<file path="src/rtl/mdio_pkg.sv">
package mdio_pkg;

    localparam int DIV_W = 7;

    typedef enum logic [2:0] {
        ST_IDLE,
        ST_PREAMBLE,
        ST_HEADER,
        ST_TURN,
        ST_DATA
    } mdio_state_e;

    // Range code to MDC divide ratio; undefined codes use the slowest ratio.
    function automatic logic [DIV_W-1:0] ratio_of_code(input logic [2:0] code);
        unique case (code)
            3'd0:    return DIV_W'(16);
            3'd1:    return DIV_W'(26);
            3'd2:    return DIV_W'(42);
            3'd3:    return DIV_W'(62);
            default: return DIV_W'(102);
        endcase
    endfunction

endpackage

</file>
<file path="src/rtl/mdio_mdc_gen.sv">
module mdio_mdc_gen #(
    parameter int DIV_W = 7
) (
    input  logic             clk,
    input  logic             rst_n,
    input  logic             run,
    input  logic [DIV_W-1:0] ratio,
    output logic             mdc,
    output logic             rise_stb,
    output logic             fall_stb
);
    logic [DIV_W-1:0] cnt_q;
    logic [DIV_W-1:0] half;

    assign half     = ratio >> 1;
    assign rise_stb = run && (cnt_q == half - DIV_W'(1));
    assign fall_stb = run && (cnt_q == ratio - DIV_W'(1));

    always_ff @(posedge clk or negedge rst_n) begin
        if (!rst_n) begin
            cnt_q <= '0;
            mdc   <= 1'b0;
        end else if (!run) begin
            cnt_q <= '0;
            mdc   <= 1'b0;
        end else begin
            cnt_q <= fall_stb ? '0 : cnt_q + DIV_W'(1);
            if (rise_stb)      mdc <= 1'b1;
            else if (fall_stb) mdc <= 1'b0;
        end
    end
endmodule

</file>
<file path="src/rtl/mdio_frame_ctl.sv">
module mdio_frame_ctl
    import mdio_pkg::*;
#(
    parameter int PRE_BITS = 32,
    parameter int ADDR_W   = 5,
    parameter int DATA_W   = 16
) (
    input  logic              clk,
    input  logic              rst_n,
    input  logic              start,
    input  logic              rd_op,
    input  logic [ADDR_W-1:0] phy,
    input  logic [ADDR_W-1:0] rg,
    input  logic [DATA_W-1:0] wdata,
    input  logic              rise_stb,
    input  logic              fall_stb,
    input  logic              mdio_i,
    output logic              busy,
    output logic              mdio_o,
    output logic              mdio_oe,
    output logic              done,
    output logic [DATA_W-1:0] rx_data
);
    localparam int SR_W     = 4 + 2*ADDR_W + 2 + DATA_W;
    localparam int TOTAL    = PRE_BITS + SR_W;
    localparam int CNT_W    = $clog2(TOTAL);
    localparam logic [CNT_W-1:0] LAST_PRE = CNT_W'(PRE_BITS - 1);
    localparam logic [CNT_W-1:0] LAST_HDR = CNT_W'(PRE_BITS + 4 + 2*ADDR_W - 1);
    localparam logic [CNT_W-1:0] LAST_TA  = CNT_W'(PRE_BITS + 4 + 2*ADDR_W + 1);
    localparam logic [CNT_W-1:0] LAST_BIT = CNT_W'(TOTAL - 1);

    mdio_state_e       state_q, state_d;
    logic [CNT_W-1:0]  bit_q;
    logic [SR_W-1:0]   sr_q;
    logic [DATA_W-1:0] rx_q;
    logic              rd_q;

    // next-state logic
    always_comb begin
        state_d = state_q;
        unique case (state_q)
            ST_IDLE:     if (start)                        state_d = ST_PREAMBLE;
            ST_PREAMBLE: if (fall_stb && bit_q == LAST_PRE) state_d = ST_HEADER;
            ST_HEADER:   if (fall_stb && bit_q == LAST_HDR) state_d = ST_TURN;
            ST_TURN:     if (fall_stb && bit_q == LAST_TA)  state_d = ST_DATA;
            ST_DATA:     if (fall_stb && bit_q == LAST_BIT) state_d = ST_IDLE;
            default:                                        state_d = ST_IDLE;
        endcase
    end

    // state register
    always_ff @(posedge clk or negedge rst_n) begin
        if (!rst_n) state_q <= ST_IDLE;
        else        state_q <= state_d;
    end

    // frame datapath
    always_ff @(posedge clk or negedge rst_n) begin
        if (!rst_n) begin
            bit_q <= '0;
            sr_q  <= '0;
            rx_q  <= '0;
            rd_q  <= 1'b0;
        end else begin
            if (state_q == ST_IDLE) begin
                if (start) begin
                    bit_q <= '0;
                    rd_q  <= rd_op;
                    sr_q  <= {2'b01, rd_op ? 2'b10 : 2'b01, phy, rg,
                              rd_op ? 2'b11 : 2'b10,
                              rd_op ? {DATA_W{1'b1}} : wdata};
                end
            end else if (fall_stb) begin
                bit_q <= bit_q + CNT_W'(1);
                if (state_q != ST_PREAMBLE) sr_q <= sr_q << 1;
            end
            if (rise_stb && state_q == ST_DATA && rd_q)
                rx_q <= {rx_q[DATA_W-2:0], mdio_i};
        end
    end

    // outputs
    always_comb begin
        busy    = (state_q != ST_IDLE);
        mdio_o  = (state_q == ST_IDLE || state_q == ST_PREAMBLE) ? 1'b1 : sr_q[SR_W-1];
        mdio_oe = busy && !(rd_q && (state_q == ST_TURN || state_q == ST_DATA));
        done    = (state_q == ST_DATA) && fall_stb && (bit_q == LAST_BIT);
        rx_data = rx_q;
    end
endmodule

</file>
<file path="src/rtl/mdio_master.sv">
module mdio_master
    import mdio_pkg::*;
#(
    parameter int ADDR_W = 5,
    parameter int DATA_W = 16
) (
    input  logic              clk,
    input  logic              rst_n,
    input  logic              ctl_we,
    input  logic [ADDR_W-1:0] ctl_phy_addr,
    input  logic [ADDR_W-1:0] ctl_reg_addr,
    input  logic              ctl_write,
    input  logic [2:0]        ctl_range,
    input  logic              ctl_start,
    input  logic              data_we,
    input  logic [DATA_W-1:0] data_wdata,
    output logic              busy,
    output logic [DATA_W-1:0] rd_data,
    output logic              mdc,
    output logic              mdio_o,
    output logic              mdio_oe,
    input  logic              mdio_i
);
    logic             accept;
    logic             rise_stb, fall_stb, done, rd_q;
    logic [DIV_W-1:0] ratio_q;
    logic [DATA_W-1:0] data_q, rx_data;

    assign accept  = ctl_we && ctl_start && !busy;
    assign rd_data = data_q;

    always_ff @(posedge clk or negedge rst_n) begin
        if (!rst_n) begin
            ratio_q <= DIV_W'(16);
            data_q  <= '0;
            rd_q    <= 1'b0;
        end else begin
            if (accept) begin
                ratio_q <= ratio_of_code(ctl_range);
                rd_q    <= !ctl_write;
            end
            if (data_we && !busy) data_q <= data_wdata;
            else if (done && rd_q) data_q <= rx_data;
        end
    end

    mdio_mdc_gen #(.DIV_W(DIV_W)) u_mdc (
        .clk      (clk),
        .rst_n    (rst_n),
        .run      (busy),
        .ratio    (ratio_q),
        .mdc      (mdc),
        .rise_stb (rise_stb),
        .fall_stb (fall_stb)
    );

    mdio_frame_ctl #(.PRE_BITS(32), .ADDR_W(ADDR_W), .DATA_W(DATA_W)) u_frame (
        .clk      (clk),
        .rst_n    (rst_n),
        .start    (accept),
        .rd_op    (!ctl_write),
        .phy      (ctl_phy_addr),
        .rg       (ctl_reg_addr),
        .wdata    (data_q),
        .rise_stb (rise_stb),
        .fall_stb (fall_stb),
        .mdio_i   (mdio_i),
        .busy     (busy),
        .mdio_o   (mdio_o),
        .mdio_oe  (mdio_oe),
        .done     (done),
        .rx_data  (rx_data)
    );
endmodule

</file>
<file path="config.mk">
export PLATFORM = sky130hd
export DESIGN_NAME = mdio_master
export DESIGN_NICKNAME = d
export VERILOG_FILES = /design/src/rtl/mdio_pkg.sv /design/src/rtl/mdio_mdc_gen.sv /design/src/rtl/mdio_frame_ctl.sv /design/src/rtl/mdio_master.sv
export SDC_FILE = /design/constraint.sdc
export NUM_CORES = 1
export LEC_CHECK = 0
export BUFFER_PORTS_ARGS = -buffer_cell sky130_fd_sc_hd__buf_2
export CORE_MARGIN = 1
export CORE_UTILIZATION = 42
export CTS_CLUSTER_DIAMETER = 50
export CTS_CLUSTER_SIZE = 40
export DETAILED_ROUTE_END_ITERATION = 7
export GPL_TIMING_DRIVEN = 0
export PLACE_DENSITY = 0.6
export REMOVE_ABC_BUFFERS = 1
export SLEW_MARGIN = 20
export SYNTH_ARGS = -nofsm -noshare
export SYNTH_HDL_FRONTEND = slang
export SYNTH_HIERARCHICAL = 1
export SYNTH_SLANG_ARGS = --single-unit
</file>
<file path="constraint.sdc">
create_clock -name clk -period 3.31 [get_ports clk]
set_input_delay 0.4965 -clock clk [delete_from_list [all_inputs] [get_ports clk]]
set_output_delay 0.4965 -clock clk [all_outputs]
set_load 0.1 [all_outputs]
</file>
-- Yosys cells after proc, flatten, opt, wreduce, memory -nomap -nowiden
Index checks and enable logic that the tools add are counted.
W data, S select, Z words.
- word-level logic and storage cells: 90
- register bits: 90
- multiplexer cells: 25
- reduce and logical (&&, ||, !) cells: 31
- equality and inequality tests: 20
- add/sub/neg operators: 4
- operator list (cell ; count):
    $mux W32 ; 4
    $mux W16 ; 3
    $pmux W7 S4 ; 1
    $eq A6 B6 Y1 const B ; 3
    $mux W6 ; 3
    $logic_and A1 B1 Y1 ; 16
    $mux W3 ; 5
    $pmux W3 S5 ; 1
    $eq A7 B7 Y1 ; 2
    $mux W7 ; 2
    $eq A3 B2 Y1 const B ; 4
    $ne A2 B1 Y1 const B ; 4
    $add A7 B1 Y7 const B ; 1
    $sub A6 B1 Y7 const B ; 1
    $sub A7 B1 Y7 const B ; 1
    $add A6 B1 Y6 const B ; 1
    $eq A3 B1 Y1 const B ; 2
    $eq A6 B5 Y1 const B ; 1
    $logic_not A3 Y1 ; 2
    $ne A3 B1 Y1 const B ; 2
    $reduce_bool A2 Y1 ; 3
    $mux W1 ; 5
    $reduce_and A5 Y1 ; 1
    $reduce_and A2 Y1 ; 2
    other kinds (7) ; 10

-- Logic depth before layout (Yosys ltp)
- word-level depth: 8
- depth in mapped cells: 15

-- Hierarchy
The synthesis kept the hierarchy.
- modules (own cells, without submodules) (module ; seq. area each (sq um) ; cells each ; area each (sq um) ; times used):
    mdio_frame_ctl ; 1451.4 ; 272 ; 2770.2 ; 1
    mdio_master ; 576.8 ; 85 ; 1171.1 ; 1
    mdio_mdc_gen ; 200.2 ; 91 ; 872.1 ; 1

-- Least setup slack after synthesis
Ideal clock, no wire load.
- path type: flip-flop to flip-flop
- start point: register u_frame.state_q[2]
- end point: register data_q[7], in the netlist rd_data[7]
- buffers on the path: 4
- clock period less this slack: 3673 ps
- setup slack: -363 ps
- data required time: 3184 ps
- stages on the path, launching flop included: 14
- arrival: 3547 ps
- cells stage by stage: dfrtp_1 -> buf_2 -> nor3_2 -> inv_2 -> clkbuf_1 -> and2_1 -> clkbuf_1 -> and3_1 -> nand3_1 -> nor2_1 -> nand2_1 -> nand2_2 -> buf_4 -> mux2_2
- longest elaborated chain between the ends: 6
- elaborated cells on any way between the ends: 10
- classes of those cells: eq/ne: 1; mux: 1; reduce/logical: 8
- ends and longest elaborated chain (element ; line ; RTL):
    from (decl) ; mdio_frame_ctl.sv:32 ; mdio_state_e state_q, state_d;
    from (signal assigned) ; mdio_frame_ctl.sv:54 ; else state_q <= state_d;
    $reduce_bool A3 Y1 ; mdio_frame_ctl.sv:84 ; busy = (state_q != ST_IDLE);
    named net busy ; mdio_master.sv:17 ; output logic busy,
    $logic_and A1 B1 Y1 ; mdio_mdc_gen.sv:17 ; assign fall_stb = run && (cnt_q == ratio - DIV_W'(1));
    named net fall_stb ; mdio_master.sv:25 ; logic rise_stb, fall_stb, done, rd_q;
    $logic_and A1 B1 Y1 (2 in a row) ; mdio_frame_ctl.sv:87 ; done = (state_q == ST_DATA) && fall_stb && (bit_q == LAST_BIT);
    named net done ; mdio_master.sv:25 ;
    $logic_and A1 B1 Y1 ; mdio_master.sv:43 ; else if (done && rd_q) data_q <= rx_data;
    $reduce_bool A2 Y1 (no source line) ; n/a ;
    to (signal assigned) ; mdio_master.sv:42 ; if (data_we && !busy) data_q <= data_wdata;
    to (signal assigned) ; mdio_master.sv:43 ;
    to (decl) ; mdio_master.sv:27 ; logic [DATA_W-1:0] data_q, rx_data;
The timed path passes the listed nets, and every way through them passes these cells.
A chain may end at the register's enable or synchronous reset.

-- Worst setup path after layout
- start point: register ratio_q[2]
- end point: register data_q[6], in the netlist rd_data[6]
- longest elaborated chain between the ends: 7
- ends and longest elaborated chain (element ; line ; RTL):
    from (decl) ; mdio_master.sv:26 ; logic [DIV_W-1:0] ratio_q;
    from (signal assigned) ; mdio_master.sv:39 ; ratio_q <= ratio_of_code(ctl_range);
    $sub A7 B1 Y7 ; mdio_mdc_gen.sv:17 ;
    $eq A7 B7 Y1 ; mdio_mdc_gen.sv:17 ;
    $logic_and A1 B1 Y1 ; mdio_mdc_gen.sv:17 ;
    named net fall_stb ; mdio_master.sv:25 ;
    $logic_and A1 B1 Y1 (2 in a row) ; mdio_frame_ctl.sv:87 ;
    named net done ; mdio_master.sv:25 ;
    $logic_and A1 B1 Y1 ; mdio_master.sv:43 ;
    $reduce_bool A2 Y1 (no source line) ; n/a ;
The timed path passes the listed nets, and every way through them passes these cells.

==> impl_metrics.prom <==
# TYPE chip_impl_metric gauge
chip_impl_metric{name="power.sequential.fraction",unit=""} 0.431
chip_impl_metric{name="cp.arrival",unit="ns"} 3.36
chip_impl_metric{name="critical_path_required",unit="ns"} 3.54
chip_impl_info{name="yosys-top-cells-area",value="sky130_fd_sc_hd__dfrtp_1, sky130_fd_sc_hd__mux2_2, sky130_fd_sc_hd__mux2_4, sky130_fd_sc_hd__nand3_1, sky130_fd_sc_hd__o31ai_1"} 1
chip_impl_metric{name="slew-limit-headroom",unit=""} 0.517
chip_impl_metric{name="gr-total-overflow",unit=""} 0
chip_impl_metric{name="drt_drc_violations_left",unit=""} 0
chip_impl_metric{name="wl",unit="mm"} 10.6
chip_impl_metric{name="viasPerCell",unit=""} 5.46
chip_impl_metric{name="post_synth_inst_count",unit=""} 448
chip_impl_metric{name="dr.first_iter.drc_count",unit=""} 218
chip_impl_metric{name="grt_first_pass_wirelength",unit="mm"} 17.1
chip_impl_metric{name="setup_viol",unit=""} 0
chip_impl_metric{name="final_area",unit="um2"} 5680
chip_impl_metric{name="synth-async-reset-ratio",unit=""} 1.00
chip_impl_metric{name="core_ar",unit="um2"} 11000
chip_impl_info{name="clock_tree_from_tritoncts",value="built"} 1
chip_impl_metric{name="netSwitchingFraction",unit=""} 0.300
chip_impl_metric{name="synth_area_per_cell",unit="um2"} 10.7
chip_impl_info{name="hp-class",value="in -> reg"} 1
chip_impl_metric{name="die_width",unit="um"} 109
chip_impl_metric{name="hpwl",unit="mm"} 6.65
chip_impl_metric{name="grt_max_degree",unit=""} 78
chip_impl_metric{name="cts_buffers",unit=""} 9
chip_impl_metric{name="worst_slew_pin_slew",unit="ns"} 0.718
chip_impl_metric{name="timing.critical_path.fanout_max",unit=""} 8
chip_impl_metric{name="source_to_sink_clock_delay_at_the_later_pin_of_the_worst_skew_pair",unit="ns"} 0.34
chip_impl_metric{name="antenna_left",unit=""} 0
chip_impl_metric{name="skew",unit="ns"} 0.0104
chip_impl_metric{name="core.rowCount",unit=""} 38
chip_impl_info{name="post-synth-top-area-cell",value="sky130_fd_sc_hd__dfrtp_1"} 1
chip_impl_metric{name="path_clk_slew",unit="ns"} 0.06
chip_impl_metric{name="final_core_utilization",unit=""} 0.517
chip_impl_metric{name="drt-wirelength-per-cell",unit="um"} 16.4
chip_impl_metric{name="io_pins",unit=""} 56
chip_impl_metric{name="yosysTopAreaCellShare",unit=""} 0.457
chip_impl_metric{name="p_switching",unit="uW"} 907
chip_impl_metric{name="grt_util_all_layers",unit=""} 0.188
chip_impl_metric{name="fmaxAchievable",unit="MHz"} 319
chip_impl_metric{name="synth_enable_flop_cells",unit=""} 0
chip_impl_metric{name="cts_num_sinks",unit=""} 89
chip_impl_metric{name="grt_pass1_vias",unit=""} 3399
chip_impl_metric{name="cts_max_level",unit=""} 3
chip_impl_metric{name="areaGrowthSynthToFinish",unit="%"} 18.0
chip_impl_info{name="most_frequent_standard_cell_in_the_layout_excluding_fill_and_tap_cells",value="sky130_fd_sc_hd__dfrtp_1"} 1
chip_impl_metric{name="clock_path_buffers",unit=""} 2
chip_impl_metric{name="fin_nets",unit=""} 542
chip_impl_metric{name="ys_seq_elements",unit=""} 89
chip_impl_metric{name="diodes",unit=""} 0
chip_impl_info{name="cts_root_buffer",value="sky130_fd_sc_hd__clkbuf_16"} 1
chip_impl_metric{name="grt_antenna_before_repair",unit=""} 0
chip_impl_metric{name="p_leak",unit="uW"} 0.00258
chip_impl_metric{name="dieHeight",unit="um"} 109
chip_impl_metric{name="max-cap-violations",unit=""} 0
chip_impl_info{name="worstSetupPathType",value="reg -> reg"} 1
chip_impl_metric{name="synth_sequential_area_ratio",unit=""} 0.463
chip_impl_metric{name="fin_crit",unit="ns"} 3.13
chip_impl_metric{name="globalplace.congestion",unit=""} 0.794
chip_impl_metric{name="floorplan.die_area",unit="um2"} 11900
chip_impl_metric{name="synthesis.area",unit="um2"} 4810
chip_impl_metric{name="power.combinational.fraction",unit=""} 0.199
chip_impl_info{name="critical_path.startpoint_type",value="register"} 1
chip_impl_metric{name="timing_max_transition_violations_final",unit=""} 0
chip_impl_metric{name="placed_cell_areas",unit="um2"} 5180
chip_impl_info{name="rsz0062_at_grt",value="no"} 1
chip_impl_metric{name="floorplan.initialDensity",unit=""} 0.438
chip_impl_metric{name="drt-pass1-iter-count",unit=""} 4
chip_impl_info{name="status",value="finished clean"} 1
chip_impl_metric{name="pwr_density_cell",unit="nW/um2"} 532
chip_impl_info{name="synth_ff_type",value="sky130_fd_sc_hd__dfrtp_1"} 1
chip_impl_metric{name="vias",unit=""} 3521
chip_impl_info{name="final_cell_mix",value="sky130_fd_sc_hd__dfrtp_1, sky130_fd_sc_hd__buf_2, sky130_fd_sc_hd__nand3_1"} 1
chip_impl_metric{name="fin_crit_sh",unit=""} 0.947
chip_impl_metric{name="synth_cell_type_count",unit=""} 62
chip_impl_metric{name="maximum_resistive_drop_on_vdd",unit="uV"} 340
chip_impl_info{name="end_kind",value="register"} 1
chip_impl_metric{name="clock_power_share",unit=""} 0.370
chip_impl_metric{name="hold_viol_final",unit=""} 0
chip_impl_metric{name="intPower",unit="uW"} 2120
chip_impl_metric{name="synth-warning-count",unit=""} 6
chip_impl_metric{name="port_buffers",unit=""} 55
chip_impl_metric{name="final_layout_size_suffix_gt1_frac",unit=""} 0.337
chip_impl_metric{name="fin_total_pwr",unit="uW"} 3020
==> what timing repair did <==
action	4_1_cts	5_1_grt
gates resized for setup	10	12
endpoints found under the hold margin	12	0
gates cloned	2	0
buffers inserted	2	7
setup endpoints to repair	63	46
hold buffers	1	0
pin swaps	3	3
==> cells in the mapped netlist (2+ instances only) <==
master / number
sky130_fd_sc_hd__dfrtp_1: 88
sky130_fd_sc_hd__nor3b_2: 2
sky130_fd_sc_hd__a31o_2: 2
sky130_fd_sc_hd__a21o_1: 2
sky130_fd_sc_hd__nand3_1: 37
sky130_fd_sc_hd__mux2_2: 32
sky130_fd_sc_hd__nand4_1: 2
sky130_fd_sc_hd__or4_1: 2
sky130_fd_sc_hd__inv_1: 9
sky130_fd_sc_hd__nor2b_1: 3
sky130_fd_sc_hd__a211oi_2: 2
sky130_fd_sc_hd__a21oi_1: 18
sky130_fd_sc_hd__nand2b_1: 2
sky130_fd_sc_hd__and3_1: 5
sky130_fd_sc_hd__nor3b_1: 4
sky130_fd_sc_hd__o211ai_1: 2
sky130_fd_sc_hd__or3_1: 2
sky130_fd_sc_hd__o21ai_1: 9
sky130_fd_sc_hd__nor4b_1: 2
sky130_fd_sc_hd__buf_2: 6
sky130_fd_sc_hd__xnor2_1: 10
sky130_fd_sc_hd__ha_1: 6
sky130_fd_sc_hd__xor2_1: 9
sky130_fd_sc_hd__nor3_2: 3
sky130_fd_sc_hd__mux2i_1: 12
sky130_fd_sc_hd__nand2b_4: 2
sky130_fd_sc_hd__clkbuf_1: 18
sky130_fd_sc_hd__buf_4: 2
sky130_fd_sc_hd__mux2_4: 16
sky130_fd_sc_hd__nand3b_1: 5
sky130_fd_sc_hd__o21ai_0: 15
sky130_fd_sc_hd__nor2_1: 32
sky130_fd_sc_hd__nor3_1: 18
sky130_fd_sc_hd__buf_6: 6
sky130_fd_sc_hd__nor4_1: 3
sky130_fd_sc_hd__o31ai_1: 19
sky130_fd_sc_hd__nand2_1: 16
==> through the flow <==
| step | std cells | setup TNS (ns) | setup WS (ns) | hold slack [ns] |
|---|---|---|---|---|
| finish | 645 | 0 | 0.176 | 0.395 |
| global route | 645 | 0 | 0.0122 | 0.387 |
| CTS | 638 | 0 | 0.0140 | 0.387 |
| detailed placement | 617 | -39.66 | -1.02 | 0.330 |
| global placement | 613 | -173.82 | -2.87 | 0.463 |
| floorplan | 418 | -77.19 | -1.58 | 0.201 |
==> layer usage <==
layer	vias to the layer above	part of all wire	track usage
li1	1711	-	-
met1	1735	0.48	0.264
met2	67	0.46	0.277
met3	8	0.048	0.0466
met4	0	0.011	0.0753
met5	-	0	0
==> state kept, by name (all words and copies together), names as in the netlist <==
signal / flops
u_frame/sr_q: 32
rd_data: 16
u_frame/rx_data: 16
u_mdc/cnt_q: 7
ratio_q: 6
u_frame/bit_q: 6
u_frame/state_q: 3
rd_q: 1
u_frame/rd_q: 1
u_mdc/mdc: 1
==> kinds of logic after synthesis <==
logic type	after synthesis	synth area share
buffers and inverters	43	0.0494
muxes	60	0.150
adders and majority gates	6	0.0156
DFF	89	0.463
and+or+nand+nor	147	0.167
other	1	0.000779
AOI/OAI and AO/OA	83	0.120
xor gates and xnor gates	19	0.0346
==> worst max-delay path: stages, from the launching register on <==
cell and delay [ns]:
sky130_fd_sc_hd__dfrtp_2 0.47, sky130_fd_sc_hd__inv_1 0.13, sky130_fd_sc_hd__ha_2 0.25, sky130_fd_sc_hd__a21boi_1 0.22
sky130_fd_sc_hd__xnor2_1 0.17, sky130_fd_sc_hd__o2111ai_2 0.22, sky130_fd_sc_hd__nor3_4 0.28, sky130_fd_sc_hd__and2_4 0.22
sky130_fd_sc_hd__and3_1 0.19, sky130_fd_sc_hd__nand3_1 0.10, sky130_fd_sc_hd__nor2_2 0.15, sky130_fd_sc_hd__nand2_4 0.14
sky130_fd_sc_hd__nand2_8 0.13, sky130_fd_sc_hd__mux2_2 0.35
==> power groups by stage <==
stage,sequential (uW),combinational (uW),clock (uW)
6_report,1300,601,1120
5_1_grt,1320,659,1190
4_1_cts,1300,592,1150
3_5_place_dp,1320,579,0
3_3_place_gp,1320,559,0
2_1_floorplan,1390,360,0
==> final cells by class <==
cell class	count	area (um2)
clock buffers	11	253
clock inverters	5	77.6
fillers	997	5310
inverters	10	40.0
multi-input cells	321	2450
flip-flops and latches	89	2230
well taps	140	175
repair buffers	69	444
==> final timing paths <==
path                                  start                 end  slack (ns)  depth (start not counted)
max                              ratio_q[2]          rd_data[6]        0.18                         13
min                                  mdio_i  u_frame/rx_data[0]        0.39                          2
max reg2reg                      ratio_q[2]          rd_data[6]        0.18                         13
min reg2reg                u_frame/sr_q[31]    u_frame/sr_q[31]        0.48                          1
max in group asynchronous             rst_n          ratio_q[4]        2.14                          3
min in group asynchronous             rst_n    u_frame/sr_q[22]        0.54                          2
No activity file was read; power rests on OpenSTA's default activity.
